## config.mk

```make
export PLATFORM = sky130hd
export DESIGN_NAME = txring_walker
export DESIGN_NICKNAME = d
export VERILOG_FILES = /design/src/rtl/txring_pkg.sv /design/src/rtl/txring_desc_decode.sv /design/src/rtl/txring_byte_ser.sv /design/src/rtl/txring_walker.sv
export SDC_FILE = /design/constraint.sdc
export NUM_CORES = 1
export LEC_CHECK = 0
export BUFFER_PORTS_ARGS = -buffer_cell sky130_fd_sc_hd__buf_4
export CAP_MARGIN = 30
export CORE_MARGIN = 5
export CORE_UTILIZATION = 45
export DETAILED_ROUTE_END_ITERATION = 12
export PLACE_DENSITY_LB_ADDON = 0.1
export RECOVER_POWER = 50
export SETUP_SLACK_MARGIN = 0.1
export SLEW_MARGIN = 20
export SYNTH_ARGS = -nofsm -noshare
export SYNTH_HDL_FRONTEND = slang
export SYNTH_SLANG_ARGS = --single-unit
```

## constraint.sdc

```tcl
create_clock -name clk -period 5.9 [get_ports clk]
set_input_delay 1.18 -clock clk [delete_from_list [all_inputs] [get_ports clk]]
set_output_delay 1.18 -clock clk [all_outputs]
set_load 0.005 [all_outputs]
```

## src/rtl/txring_pkg.sv

```systemverilog
// Shared definitions for the transmit descriptor ring walker.
// Assumes 32-bit descriptor words; bit positions below are the ones software uses.
package txring_pkg;

    typedef enum logic [2:0] {
        ST_IDLE,
        ST_STAT,
        ST_LEN,
        ST_BADDR,
        ST_DATA,
        ST_DRAIN,
        ST_WBACK
    } walk_state_t;

    localparam int OWN_BIT      = 31;
    localparam int RING_END_BIT = 30;
    localparam int FPOS_HI_BIT  = 29;
    localparam int FPOS_LO_BIT  = 28;

    localparam logic [1:0] FPOS_WHOLE = 2'b11;
    localparam logic [1:0] FPOS_FIRST = 2'b10;
    localparam logic [1:0] FPOS_MID   = 2'b00;
    localparam logic [1:0] FPOS_TAIL  = 2'b01;

    typedef struct packed {
        logic owned;
        logic ring_end;
        logic closes_frame;
    } desc_flags_t;

endpackage

```

## src/rtl/txring_desc_decode.sv

```systemverilog
// Descriptor status decoder.
// Splits a captured status word into the flags the sequencer acts on and
// forms the write-back word with only the ownership bit cleared.
// Assumes DATA_W is at least 32 so the fixed flag positions exist.
module txring_desc_decode
    import txring_pkg::*;
#(
    parameter int DATA_W = 32
) (
    input  logic [DATA_W-1:0] status_word,
    output desc_flags_t       flags,
    output logic [DATA_W-1:0] wback_word
);

    logic [1:0] fpos;

    // Decode the flags and the frame position code.
    always_comb begin
        fpos               = {status_word[FPOS_HI_BIT], status_word[FPOS_LO_BIT]};
        flags.owned        = status_word[OWN_BIT];
        flags.ring_end     = status_word[RING_END_BIT];
        flags.closes_frame = (fpos == FPOS_WHOLE) || (fpos == FPOS_TAIL);
    end

    // Clear only the ownership bit for the write-back.
    always_comb begin
        wback_word          = status_word;
        wback_word[OWN_BIT] = 1'b0;
    end

endmodule

```

## src/rtl/txring_byte_ser.sv

```systemverilog
// Word-to-byte serializer.
// Holds one fetched word and presents its bytes most significant first on a
// valid/ready stream. Assumes load is only pulsed while empty is high.
module txring_byte_ser #(
    parameter int DATA_W = 32,
    localparam int NB    = DATA_W / 8,
    localparam int CW    = $clog2(NB + 1)
) (
    input  logic              clk,
    input  logic              rst_n,
    input  logic              load,
    input  logic [DATA_W-1:0] word,
    input  logic [CW-1:0]     nbytes,
    input  logic              closes,
    output logic              empty,
    output logic [7:0]        tx_data,
    output logic              tx_valid,
    input  logic              tx_ready,
    output logic              tx_last
);

    logic [DATA_W-1:0] shreg;
    logic [CW-1:0]     left;
    logic              closes_q;

    // Load a word, or shift out one byte per accepted handshake.
    always_ff @(posedge clk) begin
        if (!rst_n) begin
            shreg    <= '0;
            left     <= '0;
            closes_q <= 1'b0;
        end else if (load) begin
            shreg    <= word;
            left     <= nbytes;
            closes_q <= closes;
        end else if ((left != '0) && tx_ready) begin
            shreg <= shreg << 8;
            left  <= left - CW'(1);
        end
    end

    assign empty    = (left == '0);
    assign tx_valid = (left != '0);
    assign tx_data  = shreg[DATA_W-1 -: 8];
    assign tx_last  = closes_q && (left == CW'(1));

endmodule

```

## src/rtl/txring_walker.sv

```systemverilog
// Transmit descriptor ring walker (top).
// Sequences status read, ownership check, length and address fetch, buffer
// streaming, status write-back and ring advance. Assumes word-aligned ring
// base and buffer addresses and a memory that holds mem_req until mem_ack.
module txring_walker
    import txring_pkg::*;
#(
    parameter int ADDR_W      = 32,
    parameter int DATA_W      = 32,
    parameter int LEN_W       = 16,
    parameter int DESC_STRIDE = 16
) (
    input  logic              clk,
    input  logic              rst_n,
    input  logic [ADDR_W-1:0] ring_base,
    input  logic              start,
    output logic              mem_req,
    output logic              mem_we,
    output logic [ADDR_W-1:0] mem_addr,
    output logic [DATA_W-1:0] mem_wdata,
    input  logic              mem_ack,
    input  logic [DATA_W-1:0] mem_rdata,
    output logic [7:0]        tx_data,
    output logic              tx_valid,
    input  logic              tx_ready,
    output logic              tx_last
);

    localparam int NB = DATA_W / 8;
    localparam int CW = $clog2(NB + 1);

    walk_state_t       state;
    logic [ADDR_W-1:0] desc_ptr;
    logic              ptr_loaded;
    logic [DATA_W-1:0] status_q;
    logic [LEN_W-1:0]  remain;
    logic [ADDR_W-1:0] buf_ptr;

    desc_flags_t       flags_q;
    logic [DATA_W-1:0] wback_word;
    logic [CW-1:0]     take;
    logic              ser_load;
    logic              ser_closes;
    logic              ser_empty;

    txring_desc_decode #(.DATA_W(DATA_W)) u_decode (
        .status_word (status_q),
        .flags       (flags_q),
        .wback_word  (wback_word)
    );

    // Bytes taken from the word being fetched: a full word or the tail.
    always_comb begin
        if (remain >= LEN_W'(NB)) take = CW'(NB);
        else                      take = CW'(remain);
    end

    assign ser_load   = (state == ST_DATA) && mem_ack;
    assign ser_closes = flags_q.closes_frame && (remain == LEN_W'(take));

    txring_byte_ser #(.DATA_W(DATA_W)) u_ser (
        .clk      (clk),
        .rst_n    (rst_n),
        .load     (ser_load),
        .word     (mem_rdata),
        .nbytes   (take),
        .closes   (ser_closes),
        .empty    (ser_empty),
        .tx_data  (tx_data),
        .tx_valid (tx_valid),
        .tx_ready (tx_ready),
        .tx_last  (tx_last)
    );

    // Drive the memory request from the current state.
    always_comb begin
        mem_req   = 1'b1;
        mem_we    = 1'b0;
        mem_wdata = wback_word;
        unique case (state)
            ST_STAT:  mem_addr = desc_ptr;
            ST_LEN:   mem_addr = desc_ptr + ADDR_W'(NB);
            ST_BADDR: mem_addr = desc_ptr + ADDR_W'(2 * NB);
            ST_DATA:  mem_addr = buf_ptr;
            ST_WBACK: begin
                mem_addr = desc_ptr;
                mem_we   = 1'b1;
            end
            default: begin
                mem_addr = desc_ptr;
                mem_req  = 1'b0;
            end
        endcase
    end

    // Descriptor sequencer: one state per memory access plus drain and idle.
    always_ff @(posedge clk) begin
        if (!rst_n) begin
            state      <= ST_IDLE;
            desc_ptr   <= '0;
            ptr_loaded <= 1'b0;
            status_q   <= '0;
            remain     <= '0;
            buf_ptr    <= '0;
        end else begin
            unique case (state)
                ST_IDLE: begin
                    if (start) begin
                        state <= ST_STAT;
                        if (!ptr_loaded) begin
                            desc_ptr   <= ring_base;
                            ptr_loaded <= 1'b1;
                        end
                    end
                end
                ST_STAT: begin
                    if (mem_ack) begin
                        status_q <= mem_rdata;
                        state    <= mem_rdata[OWN_BIT] ? ST_LEN : ST_IDLE;
                    end
                end
                ST_LEN: begin
                    if (mem_ack) begin
                        remain <= mem_rdata[DATA_W-1 -: LEN_W];
                        state  <= ST_BADDR;
                    end
                end
                ST_BADDR: begin
                    if (mem_ack) begin
                        buf_ptr <= mem_rdata[ADDR_W-1:0];
                        state   <= (remain == '0) ? ST_WBACK : ST_DATA;
                    end
                end
                ST_DATA: begin
                    if (mem_ack) begin
                        buf_ptr <= buf_ptr + ADDR_W'(NB);
                        remain  <= remain - LEN_W'(take);
                        state   <= ST_DRAIN;
                    end
                end
                ST_DRAIN: begin
                    if (ser_empty) state <= (remain == '0) ? ST_WBACK : ST_DATA;
                end
                ST_WBACK: begin
                    if (mem_ack) begin
                        desc_ptr <= flags_q.ring_end ? ring_base
                                                     : desc_ptr + ADDR_W'(DESC_STRIDE);
                        state    <= ST_STAT;
                    end
                end
                default: state <= ST_IDLE;
            endcase
        end
    end

endmodule

```

Word-level counts from Yosys, hierarchy flattened
Cells that the tools add are included.

Register bits: 151. Input bits: 69. Output and inout port bits: 76. Logic and storage cells: 83.

$add $sub $neg: 6. $lt $le $gt $ge: 1. Eq/ne operators: 18. Multiplexer cells: 29. Reduce and logical (&&, ||, !) cells: 20.

Operators with widths (number): $mux W32 (8); $pmux W32 S2 (2); $pmux W32 S3 (1); $add A32 B3 Y32 const B (2); $add A32 B4 Y32 const B (1); $add A32 B5 Y32 const B (1); $mux W16 (2); $pmux W16 S2 (1); $mux W3 (10); $pmux W3 S7 (1); $eq A16 B3 Y1 (1); $ge A16 B3 Y1 const B (1); $logic_not A16 Y1 (1); $ne A2 B2 Y1 const B (8); $sub A16 B3 Y16 (1); $eq A3 B3 Y1 const B (3); $reduce_bool A2 Y1 (4); $reduce_and A7 Y1 (1); $eq A3 B1 Y1 const B (2); $eq A3 B2 Y1 const B (2); $logic_not A3 Y1 (2); $reduce_and A3 Y1 (2); $reduce_or A5 Y1 (1); $logic_and A1 B1 Y1 (4); other kinds (9) (12).

Logic depth before layout (Yosys ltp)
Gate-level depths: netlist of run 1.

Word-level depth: 5. Depth in mapped cells: 10.

Cells and area by module
A second synthesis of run 1 with hierarchy kept.

Cell total of the unflattened synthesis: 1331. Area total of the unflattened synthesis: 9726.8 sq um.

Modules (own cells, without submodules): txring_walker (instances 1, cells an instance 1092, area each 7714.9 sq um); txring_byte_ser (instances 1, cells an instance 203, area each 1749.2 sq um); txring_desc_decode (instances 1, cells an instance 36, area each 262.8 sq um).

Least setup slack after synthesis of run 1
Ideal clock, no wire load.

Kind: reg-to-output. From: reg desc_ptr[4]. To: out mem_addr[24]. Data arrival time: 1.887 ns. Path slack: 2.833 ns. Cell stages (with the launch flop): 7. Cells stage by stage: dfxtp_1 > ha_1 > and4_1 > nand2_1 > nor4_1 > mux2i_1 > o22ai_1.

Longest elaborated chain between the ends: 2. Elaborated cells between the ends (all ways): 3. Those cells by class: add/sub (2); mux (1).

RTL lines: start: declaration (line txring_walker.sv:33) `logic [ADDR_W-1:0] desc_ptr;`; start signal: assignment (line txring_walker.sv:111) `desc_ptr <= ring_base;`; start signal: assignment (line txring_walker.sv:146) `desc_ptr <= flags_q.ring_end ? ring_base`; $add A32 B4 Y32 or $add A32 B3 Y32 (tied branches) (line txring_walker.sv:83, txring_walker.sv:82); $pmux W32 S3 (*) (line txring_walker.sv:80) `unique case (state)`; end: declaration (line txring_walker.sv:19) `output logic [ADDR_W-1:0] mem_addr,`.

Mark *: on every way between the ends. The rest lies on a longest branch, timed or not.

Worst setup path in the final report of run 1
From: in rst_n. To: reg buf_ptr[16].

RTL lines: start: declaration (line txring_walker.sv:14) `input logic rst_n,`; end signal: assignment (line txring_walker.sv:130) `buf_ptr <= mem_rdata[ADDR_W-1:0];`; end signal: assignment (line txring_walker.sv:136) `buf_ptr <= buf_ptr + ADDR_W'(NB);`; end: declaration (line txring_walker.sv:37) `logic [ADDR_W-1:0] buf_ptr;`.

No word-level cell between the ends.

==> metrics.md, run 1 <==
| Metric | Value |
|---|---|
| Final hold viol count | `0` |
| Die Wd | `between 150 and 200 um` |
| Final nets | `between 1000 and 1500` |
| Synth area leader | `dfxtp_1` |
| Most frequent cell after synthesis | `nand2_1` |
| Chip height | `152.3 um` |
| Max Slew Vio Count | `97` |
| IO buf count | `~140` |
| Initial core utilization | `~45%` |
| RSZ-0062 raised after global routing | `no` |
| Sw Ratio | `36.38%` |
| Fraction of registers with async set/reset | `0%` |
| FF+latch count, synth | `151` |
| Core Rows | `52` |
| WL final | `~32000 um` |
| CTS tree | `done` |
| Starting DRT DRC Count | `1049` |
| Non-filler instance count after layout | `around 1600` |
| Crit. Startpoint | `rst_n` |
| Root Driver | `clkbuf_16` |
| Failing checks | `capacitance limit, slew limit` |
| Average wire per standard cell | `approximately 20 um` |
| # Post-CTS Setup Buffers | `0` |
| Vias per cell | `slightly above 6` |
| Status | `finished, violations left` |
| Primary FF master, synth | `dfxtp_1` |
| Tot GR Track Use | `26.65%` |
| R2r worst-path depth | `6` |
| FF+latch area | `between 0.003 and 0.004 mm^2` |
| Comb pwr share | `between 20% and 30%` |
| Hold path start | `status_q[27]` |
| DRC Markers | `0` |
| Post-CTS resize count | `0` |
| Multi-input gate area | `~0.0056 mm^2` |
| Post-Route Utilization | `between 50% and 60%` |
| Power per Cell Area | `roughly 330 mW/mm^2` |
| Critical path type | `primary input to flip-flop` |
| Vias in the first global route | `roughly 9000` |
| First-pass GRT wire length | `approximately 51000 um` |
| Reg2reg end | `desc_ptr[29]` |
| Detail Route Antenna Nets | `0` |
| Mapped Cells | `roughly 1200` |
| First-pass iteration count of the detailed router | `8` |
| Placed insts | `approximately 1600` |
| Diodes inserted | `0` |
| Maximum VDD drop | `approximately 200 uV` |
| Final setup fails | `0` |
| Synth area leaders | `dfxtp_1 (33%), nand2_1 (7.9%), a21oi_1 (6.1%)` |
| Slew HR | `-120.3%` |
| Yosys top cell area share | `approximately 33%` |
| CP arrival | `5.43 ns` |
| RR Startpoint | `state[1]` |
| Worst EP required | `approximately 6.2 ns` |
| Overflow after GRT | `0` |
| P_leak | `3.933 nW` |
| CP startpoint kind | `primary input` |
| EDFF count, synth | `0` |
| Share of layout cells above drive strength 1 | `15.74%` |
| Average cell area after synthesis | `around 7.3 um^2` |
| Crit path capture | `buf_ptr[16]` |
| Hold buffers post-CTS | `0` |
| Largest net degree at the start of global routing | `between 60 and 70` |
| DP HPWL | `22420 um` |
| Hold Crit Class | `flip-flop to flip-flop` |
| Mapped cell area | `about 0.009 mm^2` |
| Ports | `about 150` |
| Sequential share of power | `36.4%` |
| Placer Congestion | `between 0.9 and 1` |
| Reg clk slew, reported paths | `0.07 ns` |
| Number of H-tree levels | `4` |
| Clk sinks | `~150` |
| Synth cell count leaders | `nand2_1 (193), dfxtp_1 (151), a21oi_1 (111), nor2_1 (103), clkbuf_1 (92)` |
| Fmax | `0.1946 GHz` |
| Initial antenna violation count | `0` |
| Clk network pwr share | `between 30% and 40%` |
| FILL cells | `a little under 2000` |
| Yosys cell types | `between 70 and 80` |
| Setup TNS | `0 ns` |
| Core area | `~0.020 mm^2` |
| Post-layout power | `3.547 mW` |
| Ys Warns | `0` |
| Critical Path Sink Type | `flip-flop` |
| Share of the yosys chip area belonging to registers | `about a third` |
| R2r setup slk | `between 2 and 2.5 ns` |
| NetSw | `1.290 mW` |
| Clock Skew | `0.009977 ns` |
| Vias | `9813` |
| Cell-internal power | `2.256 mW` |
| Max-cap violations | `2` |
| Cts bufs inserted | `17` |
| Crit Path Max Fanout | `63` |
| Die Area | `around 0.023 mm^2` |
| P&R area growth vs syn | `19.23%` |
| Crit path time final | `5.139 ns` |
| Final Cycle Share | `between 80% and 90%` |
| Slew of the pin with the lowest slew margin | `about 3.3 ns` |
| Worst-Skew Late Latency | `roughly 0.43 ns` |
| Clk buf depth | `2` |
## registers in the layout, indices dropped and copies added (netlist names)
name,count
remain,16
state,3
u_ser.left,3
u_ser.shreg,32
ptr_loaded,1
desc_ptr,32
u_ser.closes_q,1
status_q,31
buf_ptr,32
## cell usage in the layout (no fill, tap or decap), types with 35 or more instances in the layout
| cell type | netlist | routed |
|---|---|---|
| dfxtp_1 | 151 | 151 |
| nand3_1 | 73 | 73 |
| clkbuf_4 | 0 | 37 |
| o21ai_0 | 71 | 71 |
| a21oi_1 | 111 | 110 |
| mux2i_1 | 37 | 37 |
| buf_4 | 9 | 118 |
| a211oi_1 | 39 | 39 |
| nor2_1 | 103 | 103 |
| nand4_1 | 35 | 35 |
| nand2_1 | 193 | 192 |
| nor3_1 | 38 | 38 |
## power groups by stage
stage | Clock (mW) | Combinational, mW | Sequential [mW]
after global placement | 0 | 1.01 | 1.33
after detailed placement | 0 | 1.02 | 1.33
final | 1.20 | 1.06 | 1.29
after CTS | 1.21 | 1.03 | 1.31
after floorplan | 0 | 0.717 | 1.23
after global routing | 1.25 | 1.16 | 1.31
## logic make-up (layout without fill, tap and decap cells)
family,after synthesis,in the layout,synth area share [%]
and+or+nand+nor,538,538,28.63
AOI/OAI and AO/OA,370,370,25.99
DFF,151,151,33.15
buffers and inverters,132,213,6.038
muxes,40,40,4.474
adders and majority gates,8,8,1.098
xor gates and xnor gates,6,6,0.5765
other,1,2,0.04113
## metal layers
| metal | wire [um] | GRT usage (%) |
|---|---|---|
| met2 | 14850 | 42.06 |
| met4 | 742 | 8.818 |
| met5 | 0 | 0 |
| met1 | 14550 | 37.24 |
| met3 | 2278 | 4.260 |
## layout make-up
| type | instances | share of cell area (%) |
|---|---|---|
| sequential | 151 | 27.81 |
| clock buffer | 17 | 3.913 |
| clock inverter | 15 | 1.911 |
| inverter | 15 | 0.5295 |
| timing repair buffer | 166 | 11.42 |
| multi-input combinational | 964 | 51.31 |
| tap | 270 | 3.108 |
## worst min-delay path by stage
stage	to	slack, ns	cells after the start
6_report	status_q[27]	0.45	2
5_1_grt	status_q[11]	0.47	2
4_1_cts	status_q[27]	0.46	2
3_5_place_dp	status_q[11]	0.45	2
3_3_place_gp	status_q[11]	0.44	2
2_1_floorplan	buf_ptr[0]	0.43	2
## through the flow
step	hold slack, ns	worst slack [ns]	cell area [um^2]
2_1_floorplan	0.4321	2.833	9121
3_3_place_gp	0.4425	1.739	10220
3_5_place_dp	0.4477	1.711	10240
4_1_cts	0.4576	1.206	10870
5_1_grt	0.4717	0.4790	10870
6_report	0.4536	0.7612	10870
## critical path, cell delays in order
cell and delay (ns):
clkbuf_2 0.66, clkinv_2 0.17, clkbuf_1 2.34, buf_4 0.84
o21ai_0 0.17
(Power assumes the default switching activity.)
==> run 2, diff against run 1 <==
PLACE_DENSITY = 0.66   (was default)
PLACE_DENSITY_LB_ADDON = default   (was 0.1)
==> run 2 against run 1 <==
Effect of this change: the run still ends with capacitance limit, slew limit left; via count increased by 2.7%; sequential power about the same; first-iteration DRC count decreased by 23%; maximum frequency increased by 12%; die area unchanged; combinational power about the same; critical endpoint is now buf_ptr[15].
==> metrics.md, run 2 (synthesis gave the netlist of run 1 again) <==
| Metric | Value |
|---|---|
| Status | `finished, violations left` |
| Failing checks | `capacitance limit, slew limit` |
| Final setup margin | `between 1 and 1.5 ns` |
| Cts bufs inserted | `17` |
| Maximum VDD drop | `between 150 and 200 uV` |
| P_leak | `between 3 and 4 nW` |
| CP arrival | `approximately 4.8 ns` |
| Post-layout power | `3.511 mW` |
| P&R area growth vs syn | `19.21%` |
| Vias in the first global route | `9203` |
| CTS tree | `done` |
| WL final | `32600 um` |
| Critical Path Sink Type | `flip-flop` |
| Post-CTS resize count | `0` |
| Worst-Skew Late Latency | `roughly 0.43 ns` |
| Final setup fails | `0` |
| Vias | `10080` |
| Overflow after GRT | `0` |
| # Post-CTS Setup Buffers | `0` |
| Clk buf depth | `2` |
| Root Driver | `clkbuf_16` |
| Ports | `145` |
| Detail Route Antenna Nets | `0` |
| RR Startpoint | `state[1]` |
| Biggest regs | `buf_ptr x32, desc_ptr x32, u_ser.shreg x32` |
| Crit Path Max Fanout | `74` |
| Final Cycle Share | `between 70% and 80%` |
| Most common cell after layout, fill and taps aside | `nand2_1` |
| Global routing's busiest layer | `met2` |
| Vias per cell | `around 6.3` |
| Diodes inserted | `0` |
| Slew of the pin with the lowest slew margin | `roughly 3.5 ns` |
| Die Wd | `~150 um` |
| RSZ-0062 raised after global routing | `no` |
| Core area | `between 0.02 and 0.025 mm^2` |
| Initial antenna violation count | `0` |
| Hold buffers post-CTS | `0` |
| R2r setup slk | `~2.1 ns` |
| Die Area | `around 0.023 mm^2` |
| Placer Congestion | `between 0.9 and 1` |
| Final nets | `between 1000 and 1500` |
| Max-cap violations | `2` |
| Reg2reg end | `desc_ptr[22]` |
| Dpl ws | `approximately 1.9 ns` |
| Setup TNS | `0 ns` |
| Clock Skew | `approximately 0.011 ns` |
| CP startpoint kind | `primary input` |
| First-pass iteration count of the detailed router | `5` |
| Initial core utilization | `45.35%` |
| Worst EP required | `just over 6 ns` |
| Tot GR Track Use | `a little over a quarter` |
| Met1 Use GR | `a little over a third` |
| R2r worst-path depth | `5` |
| Power per Cell Area | `between 300 and 400 mW/mm^2` |
| Max Slew Vio Count | `about 110` |
| Crit path time final | `around 4.6 ns` |
| Largest net degree at the start of global routing | `75` |
| Chip height | `between 150 and 200 um` |
| Hold Crit Class | `flip-flop to flip-flop` |
| Final hold viol count | `0` |
| Cells on Worst Hold Path | `2` |
| Most frequent cells in the layout | `nand2_1 (192), dfxtp_1 (151), buf_4 (120)` |
| Reg clk slew, reported paths | `around 0.060 ns` |
| Share of layout cells above drive strength 1 | `between 10% and 20%` |
| GR Util met2 | `~44%` |
| Grt met3 use | `roughly 5.4%` |
| Average wire per standard cell | `20.35 um` |
| Fmax | `0.2174 GHz` |
| Hold path start | `status_q[13]` |
| Hold EP | `status_q[13]` |
| DP HPWL | `~23000 um` |
| Slew HR | `-131.6%` |
| First-pass GRT wire length | `51650 um` |
| Placed insts | `1568` |
| Starting DRT DRC Count | `between 800 and 900` |
| Clk sinks | `151` |
| Critical path type | `primary input to flip-flop` |
| Non-filler instance count after layout | `~1600` |
| IO buf count | `143` |
| Core Rows | `52` |
| DRC Markers | `0` |
| Number of H-tree levels | `4` |
==> run 2: metal layers <==
metal | part of all wire, % | wire, um | vias to the layer above
li1 | - | - | 4747
met1 | 42 | 13640 | 4729
met2 | 46 | 15140 | 530
met3 | 8.8 | 2859 | 70
met4 | 2.9 | 956 | 0
met5 | 0 | 0 | -
==> run 2: worst max-delay path by stage <==
stage	from	end	depth (start not counted)
5_1_grt	rst_n	buf_ptr[15]	4
3_3_place_gp	state[2]	mem_addr[11]	5
4_1_cts	state[2]	mem_addr[11]	5
3_5_place_dp	state[2]	mem_addr[11]	5
6_report	rst_n	buf_ptr[15]	4
2_1_floorplan	desc_ptr[4]	mem_addr[24]	6
==> run 2: metrics by stage <==
| stage | util (%) | hold WS [ns] | cell area, um^2 |
|---|---|---|---|
| floorplan | - | 0.4321 | 9121 |
| global placement | 51.02 | 0.4434 | 10260 |
| detailed placement | 51.08 | 0.4479 | 10270 |
| CTS | 54.15 | 0.4571 | 10890 |
| global route | 54.06 | 0.4748 | 10870 |
| finish | 54.06 | 0.4532 | 10870 |
==> run 2: area by class of cell <==
cell class	instances	area [um^2]
Inverter	15	57.56
Clock buffer	20	456.7
Clock inverter	11	161.4
Tap cell	270	337.8
Sequential cell	151	3023
Multi-Input combinational cell	964	5570
Fill cell	1984	9235
Timing Repair Buffer	171	1262
==> run 2: where the power goes <==
| part | internal, mW | switching (mW) | total, mW |
|---|---|---|---|
| clock | 0.696 | 0.469 | 1.16 |
| combinational | 0.443 | 0.615 | 1.06 |
| sequential | 1.13 | 0.161 | 1.29 |
| total | 2.27 | 1.24 | 3.51 |
==> run 2: critical path: stages <==
cell and delay [ns]:
buf_4 0.29, clkinvlp_2 0.27, clkbuf_1 2.44, o311ai_0 0.44
